[src/rtl/shp_pkg.sv]
package shp_pkg;
  typedef enum logic [3:0] {
    ACC_NONE,
    ACC_REG_WR,
    ACC_REG_RD,
    ACC_MEM_WR_LO,
    ACC_MEM_WR_HI,
    ACC_MEM_WR32,
    ACC_MEM_RD_LO,
    ACC_MEM_RD_HI,
    ACC_MEM_RD32
  } acc_kind_t;

  typedef enum logic [1:0] {
    ST_IDLE,
    ST_WAIT,
    ST_HOLD
  } hs_state_t;

  // extra clocks beyond the write latency
  localparam int unsigned EXTRA_FAST = 1;
  localparam int unsigned EXTRA_SLOW = 3;
endpackage

[src/rtl/shp_sync.sv]
module shp_sync #(
  parameter int AW = 5,
  parameter int DW = 32
) (
  input  logic          clk,
  input  logic          rst_n,
  input  logic          cs,
  input  logic          stb_n,
  input  logic          rnw,
  input  logic          wide,
  input  logic [AW-1:0] addr,
  input  logic [DW-1:0] wdata,
  output logic          rnw_q,
  output logic          wide_q,
  output logic [AW-1:0] addr_q,
  output logic [DW-1:0] wdata_q,
  output logic          fall,
  output logic          rise
);
  logic cs_q, stb_q, stb_prev;

  always_ff @(posedge clk or negedge rst_n) begin
    if (!rst_n) begin
      cs_q     <= 1'b0;
      stb_q    <= 1'b1;
      stb_prev <= 1'b1;
      rnw_q    <= 1'b1;
      wide_q   <= 1'b0;
      addr_q   <= '0;
      wdata_q  <= '0;
    end else begin
      cs_q     <= cs;
      stb_q    <= stb_n;
      stb_prev <= stb_q;
      rnw_q    <= rnw;
      wide_q   <= wide;
      addr_q   <= addr;
      wdata_q  <= wdata;
    end
  end

  assign fall = cs_q & stb_prev & ~stb_q;
  assign rise = ~stb_prev & stb_q;
endmodule

[src/rtl/shp_ctrl.sv]
module shp_ctrl
  import shp_pkg::*;
(
  input  logic      clk,
  input  logic      rst_n,
  input  logic      fall,
  input  logic      rise,
  input  logic      rnw,
  input  logic      wide,
  input  logic      is_mem,
  output acc_kind_t kind,
  output logic      ack
);
  hs_state_t   state;
  logic [1:0]  cnt;
  logic        half;
  int unsigned extra;

  always_comb begin
    kind = ACC_NONE;
    if (fall && state == ST_IDLE) begin
      if (!is_mem)   kind = rnw ? ACC_REG_RD : ACC_REG_WR;
      else if (wide) kind = rnw ? ACC_MEM_RD32 : ACC_MEM_WR32;
      else if (rnw)  kind = half ? ACC_MEM_RD_HI : ACC_MEM_RD_LO;
      else           kind = half ? ACC_MEM_WR_HI : ACC_MEM_WR_LO;
    end
  end

  always_comb begin
    case (kind)
      ACC_REG_RD, ACC_MEM_RD_HI:   extra = EXTRA_FAST;
      ACC_MEM_RD_LO, ACC_MEM_RD32: extra = EXTRA_SLOW;
      default:                     extra = 0;
    endcase
  end

  always_ff @(posedge clk or negedge rst_n) begin
    if (!rst_n) begin
      state <= ST_IDLE;
      cnt   <= '0;
      ack   <= 1'b0;
    end else if (rise) begin
      state <= ST_IDLE;
      ack   <= 1'b0;
    end else begin
      case (state)
        ST_IDLE: if (kind != ACC_NONE) begin
          if (extra == 0) begin
            ack   <= 1'b1;
            state <= ST_HOLD;
          end else begin
            cnt   <= 2'(extra - 1);
            state <= ST_WAIT;
          end
        end
        ST_WAIT: if (cnt == 0) begin
          ack   <= 1'b1;
          state <= ST_HOLD;
        end else begin
          cnt <= cnt - 2'd1;
        end
        default: ;
      endcase
    end
  end

  always_ff @(posedge clk or negedge rst_n) begin
    if (!rst_n) half <= 1'b0;
    else if (kind == ACC_MEM_WR_LO || kind == ACC_MEM_RD_LO) half <= 1'b1;
    else if (kind == ACC_MEM_WR_HI || kind == ACC_MEM_RD_HI) half <= 1'b0;
  end

  assert_wr_ack_R2: assert property (@(posedge clk) disable iff (!rst_n)
    (kind == ACC_REG_WR) |=> ack);
  assert_rd_late_R4: assert property (@(posedge clk) disable iff (!rst_n)
    (kind == ACC_REG_RD) |=> !ack);
  assert_ack_drop_R3: assert property (@(posedge clk) disable iff (!rst_n)
    rise |=> !ack);
  assert_toggle_hold_R12: assert property (@(posedge clk) disable iff (!rst_n)
    (kind == ACC_REG_WR || kind == ACC_REG_RD || kind == ACC_MEM_WR32 || kind == ACC_MEM_RD32)
    |=> $stable(half));
  assert_first_rd_slow_R7: assert property (@(posedge clk) disable iff (!rst_n)
    (kind == ACC_MEM_RD_LO && !rise) |=> !ack);
endmodule

[src/rtl/shp_store.sv]
module shp_store
  import shp_pkg::*;
#(
  parameter int REG_AW = 3,
  parameter int MEM_AW = 4,
  parameter int DW     = 32,
  localparam int HW    = DW / 2,
  localparam int REG_N = 1 << REG_AW,
  localparam int MEM_N = 1 << MEM_AW
) (
  input  logic              clk,
  input  logic              rst_n,
  input  acc_kind_t         kind,
  input  logic [REG_AW-1:0] reg_idx,
  input  logic [MEM_AW-1:0] mem_idx,
  input  logic [DW-1:0]     wdata,
  output logic [DW-1:0]     rdata
);
  logic [HW-1:0] regs [REG_N];
  logic [DW-1:0] mem  [MEM_N];
  logic [HW-1:0] wr_hold;
  logic [DW-1:0] rd_cap;

  always_ff @(posedge clk or negedge rst_n) begin
    if (!rst_n) begin
      for (int i = 0; i < REG_N; i++) regs[i] <= '0;
      wr_hold <= '0;
      rd_cap  <= '0;
      rdata   <= '0;
    end else begin
      case (kind)
        ACC_REG_WR:    regs[reg_idx] <= wdata[HW-1:0];
        ACC_REG_RD:    rdata <= {{HW{1'b0}}, regs[reg_idx]};
        ACC_MEM_WR_LO: wr_hold <= wdata[HW-1:0];
        ACC_MEM_RD_LO: begin
          rd_cap <= mem[mem_idx];
          rdata  <= {{HW{1'b0}}, mem[mem_idx][HW-1:0]};
        end
        ACC_MEM_RD_HI: rdata <= {{HW{1'b0}}, rd_cap[DW-1:HW]};
        ACC_MEM_RD32:  rdata <= mem[mem_idx];
        default: ;
      endcase
    end
  end

  always_ff @(posedge clk) begin
    if (kind == ACC_MEM_WR_HI) mem[mem_idx] <= {wdata[HW-1:0], wr_hold};
    else if (kind == ACC_MEM_WR32) mem[mem_idx] <= wdata;
  end
endmodule

[src/rtl/shp_bus_slave.sv]
module shp_bus_slave
  import shp_pkg::*;
#(
  parameter int REG_AW = 3,
  parameter int MEM_AW = 4,
  parameter int DW     = 32,
  localparam int AW    = ((REG_AW > MEM_AW) ? REG_AW : MEM_AW) + 1
) (
  input  logic          clk,
  input  logic          rst_n,
  input  logic          bus_cs,
  input  logic          bus_stb_n,
  input  logic          bus_rnw,
  input  logic          bus_wide,
  input  logic [AW-1:0] bus_addr,
  input  logic [DW-1:0] bus_wdata,
  output logic [DW-1:0] bus_rdata,
  output logic          bus_ack
);
  logic          rnw_q, wide_q, fall, rise;
  logic [AW-1:0] addr_q;
  logic [DW-1:0] wdata_q, rdata_q;
  acc_kind_t     kind;

  shp_sync #(.AW(AW), .DW(DW)) u_sync (
    .clk(clk), .rst_n(rst_n), .cs(bus_cs), .stb_n(bus_stb_n), .rnw(bus_rnw),
    .wide(bus_wide), .addr(bus_addr), .wdata(bus_wdata), .rnw_q(rnw_q),
    .wide_q(wide_q), .addr_q(addr_q), .wdata_q(wdata_q), .fall(fall), .rise(rise)
  );

  shp_ctrl u_ctrl (
    .clk(clk), .rst_n(rst_n), .fall(fall), .rise(rise), .rnw(rnw_q),
    .wide(wide_q), .is_mem(addr_q[AW-1]), .kind(kind), .ack(bus_ack)
  );

  shp_store #(.REG_AW(REG_AW), .MEM_AW(MEM_AW), .DW(DW)) u_store (
    .clk(clk), .rst_n(rst_n), .kind(kind), .reg_idx(addr_q[REG_AW-1:0]),
    .mem_idx(addr_q[MEM_AW-1:0]), .wdata(wdata_q), .rdata(rdata_q)
  );

  assign bus_rdata = (bus_cs && bus_rnw) ? rdata_q : '0;
endmodule

[config.mk]
export PLATFORM = sky130hd
export DESIGN_NAME = shp_bus_slave
export DESIGN_NICKNAME = d
export VERILOG_FILES = /design/src/rtl/shp_pkg.sv /design/src/rtl/shp_sync.sv /design/src/rtl/shp_ctrl.sv /design/src/rtl/shp_store.sv /design/src/rtl/shp_bus_slave.sv
export SDC_FILE = /design/constraint.sdc
export NUM_CORES = 1
export LEC_CHECK = 0
export BUFFER_PORTS_ARGS = -buffer_cell sky130_fd_sc_hd__buf_2
export CORE_UTILIZATION = 45
export CTS_CLUSTER_DIAMETER = 30
export DETAILED_ROUTE_END_ITERATION = 10
export GPL_TIMING_DRIVEN = 0
export HOLD_SLACK_MARGIN = 0.05
export PLACE_DENSITY = 0.68
export SLEW_MARGIN = 30
export SYNTH_ARGS = -nofsm -noshare
export SYNTH_HDL_FRONTEND = slang
export SYNTH_SLANG_ARGS = --single-unit
[constraint.sdc]
create_clock -name clk -period 10.1 [get_ports clk]
set_input_delay 2.02 -clock clk [delete_from_list [all_inputs] [get_ports clk]]
set_output_delay 2.02 -clock clk [all_outputs]
set_load 0.01 [all_outputs]
==> metrics.md <==
| Metric | Value |
|---|---|
| Status | `completed` |
| Drt drc | `0` |
| Vias in the first global route | `17354` |
| Sw frac | `0.233` |
| Pleak | `14.2 nW` |
| CTS tree | `built` |
| Fmax | `192 MHz` |
| Warnings from Yosys | `0` |
| Critical path class | `in -> out` |
| Crit path required time | `8080 ps` |
| Switching power | `2.02 mW` |
| Post-route antenna net violation count | `0` |
| Worst hold start | `u_sync.stb_q` |
| Hold Buf Count CTS | `0` |
| Hold Vio Cnt, Final | `0` |
| Drt pass-1 iters | `5` |
| Layout Skew | `29.0 ps` |
| Final Max Slew Viols | `0` |
| RSZ-0062 raised after global routing | `false` |
| Cells after Synth | `1589` |
| Final net count | `1913` |
| Power per Cell Area | `236 mW/mm²` |
| Final wirelength | `78500 µm` |
| Minimum clock period | `5210 ps` |
| Chip width | `259 µm` |
| Initial DRC Count | `1705` |
| Top FF cell, synth | `edfxtp_1` |
| Post-DP HPWL | `53000 µm` |
| Layout area overhead | `23.3%` |
| Post-synth cell types | `52` |
| Crit path launch type | `input pin` |
| Remaining global-route overflow | `0` |
| Clk slew on worst S/H paths | `50 ps` |
| Synth Area per Inst | `18.8 µm²` |
| Sequential-to-total area share from yosys stat | `0.717` |
| Class of the worst hold path | `reg -> reg` |
| Clock share of power | `0.512` |
| Post_cts resized | `0` |
| Combinational Power Share | `0.070` |
| Final WS setup | `4890 ps` |
| Via count | `16697` |
| Number of synthesized flops with an enable pin | `512` |
| Total CTS buffers | `134` |
| Sequential share of power | `0.419` |
| Fillers | `4949` |
| Dpl ws | `4960 ps` |
| Max Root-Sink Buffers | `3` |
| ANT cells | `0` |
| CTS Sinks | `752` |
| Crit path DAT | `3190 ps` |
| Yosys top cell area share | `0.516` |
| Cell Chain, Critical Path | `buf_2 > clkbuf_1 > and3_1 > buf_2` |
| Synth async-reset ratio | `0.319` |
| CP most frequent cell | `buf_2` |
| Initial antenna violation count | `4` |
| Pin count of the biggest net entering global routing | `76` |
| Port bufs | `75` |
| VDD IR max | `0.172 mV` |
| GPL Wtd Cong | `0.867` |
| Global-route wire length before repair | `116000 µm` |
| Reg2reg start | `u_sync.addr_q[3]` |
| Post-CTS Setup Repair Bufs | `0` |
| Least-Margin Pin Slew | `1040 ps` |
| Die Ht | `259 µm` |
| CP Capture Type | `output pin` |
| Fraction of layout cells with a size suffix above 1 | `0.377` |
| Die ar. | `0.0673 mm²` |
| Crit path max fanout | `10` |
| Final setup fails | `0` |
| H-tree depth | `4` |
| Max Cap Violations | `0` |
| Rel. slew slack | `0.310` |
| Int Pwr | `6.66 mW` |
| Peak per-stage delay on the critical path | `400 ps` |
| Period utilization | `0.516` |
| Crit path launch | `bus_rnw` |
| Most numerous cell in the Yosys netlist | `edfxtp_1` |
| Vias/cell | `5.88` |
| Synth area leaders | `edfxtp_1 (52%), dfrtp_1 (20%), mux4_2 (10%)` |
| Post-synth top cells | `edfxtp_1 (512), dfrtp_1 (237), mux2_2 (185)` |
| Starting density of the core | `0.454` |
| Rows | `94` |
| Mapped Area | `0.0298 mm²` |
| FF+latch count, synth | `752` |
| I/O Pins | `76` |
| Gr usage total | `0.240` |
| CP max stage cell | `clkbuf_1` |
| Worst-Skew Late Latency | `720 ps` |
| Setup_tns | `0 ps` |
| Syn_nets | `1634` |
| Wirelength per Cell | `27.6 µm` |
| CTS Root Cell | `clkbuf_16` |
| CORE AREA | `0.0656 mm²` |
| Cell taking the most area after synthesis | `edfxtp_1` |
-- through the flow --
stage | instance area, µm² | power, mW | instances | utilization | hold WS, ps
after floorplan | 29800 | 4.03 | 1589 | - | 354
final | 36800 | 8.68 | 2842 | 0.560 | 412
after detailed placement | 32200 | 4.29 | 2596 | 0.491 | 404
after CTS | 36800 | 8.72 | 2842 | 0.560 | 423
after global placement | 31300 | 4.24 | 2528 | 0.477 | 406
after global routing | 36800 | 8.93 | 2842 | 0.560 | 434
-- cell families after synthesis --
logic type | count (synthesis) | share of synthesized area
xor+xnor | 1 | 0.000294
flops | 752 | 0.717
simple gates | 176 | 0.0308
buf+inv | 114 | 0.0164
fa+ha+maj | 2 | 0.000839
compound gates | 146 | 0.0370
mux | 398 | 0.198
-- state kept, by name (all words and copies together), names as in the netlist --
name,count
u_store.wr_hold,16
u_sync.stb_q,1
u_store.rdata,32
u_store.mem,512
u_ctrl.cnt,2
u_store.rd_cap,16
u_sync.rnw_q,1
u_ctrl.half,1
u_sync.addr_q,5
u_ctrl.ack,1
u_store.regs,128
u_sync.cs_q,1
u_sync.wide_q,1
u_sync.stb_prev,1
u_sync.wdata_q,32
u_ctrl.state,2
-- final timing paths --
path,end,slack [ps],depth (start not counted)
setup / recovery,bus_rdata[11],4890,4
hold / removal,u_sync.stb_prev,410,0
setup reg to reg,u_store.mem[8][17],5980,8
hold reg to reg,u_sync.stb_prev,410,0
max in group asynchronous,u_sync.stb_q,7860,3
min in group asynchronous,u_sync.wdata_q[0],1240,1
-- layout make-up --
class / instances / area (µm²) / area share
plain buffers: 108 / 465 / 0.0127
inverters: 6 / 22.5 / 0.000613
multi-input cells: 723 / 8050 / 0.219
well taps: 864 / 1080 / 0.0294
clock inverters: 80 / 822 / 0.0224
clock buffers: 166 / 3710 / 0.101
repair buffers: 143 / 1220 / 0.0333
flip-flops and latches: 752 / 21400 / 0.582
-- power groups by stage --
stage	Clock (mW)	Combinational (mW)	Sequential [mW]
after floorplan	0	0.387	3.65
after global placement	0	0.566	3.68
after detailed placement	0	0.603	3.68
after CTS	4.48	0.609	3.63
after global routing	4.63	0.657	3.65
final	4.44	0.606	3.63
-- layout by cell type, fill, tap and decap left out, drive strengths merged, types with 18 or more instances in the layout --
master / n
mux2: 195
clkinv: 42
mux4: 133
inv: 20
a211oi: 18
buf: 200
edfxtp: 512
nand2: 49
mux2i: 70
dfrtp: 237
o221ai: 26
a22oi: 50
clkbuf: 217
and3: 33
nor2: 54
-- worst max-delay path: cells and delay by family --
kind          cells  cell delay, ps
buf+inv           3             780
simple gates      1             390
-- layer usage --
metal | share of wire | vias up | track usage | routed length [µm]
met5 | 0 | - | 0 | 0
met4 | 0.033 | 0 | 0.0977 | 2550
met3 | 0.070 | 157 | 0.0515 | 5510
met2 | 0.49 | 745 | 0.384 | 38500
met1 | 0.41 | 8847 | 0.321 | 32000
li1 | - | 6948 | - | -
Power figures use the tool's default switching activity.
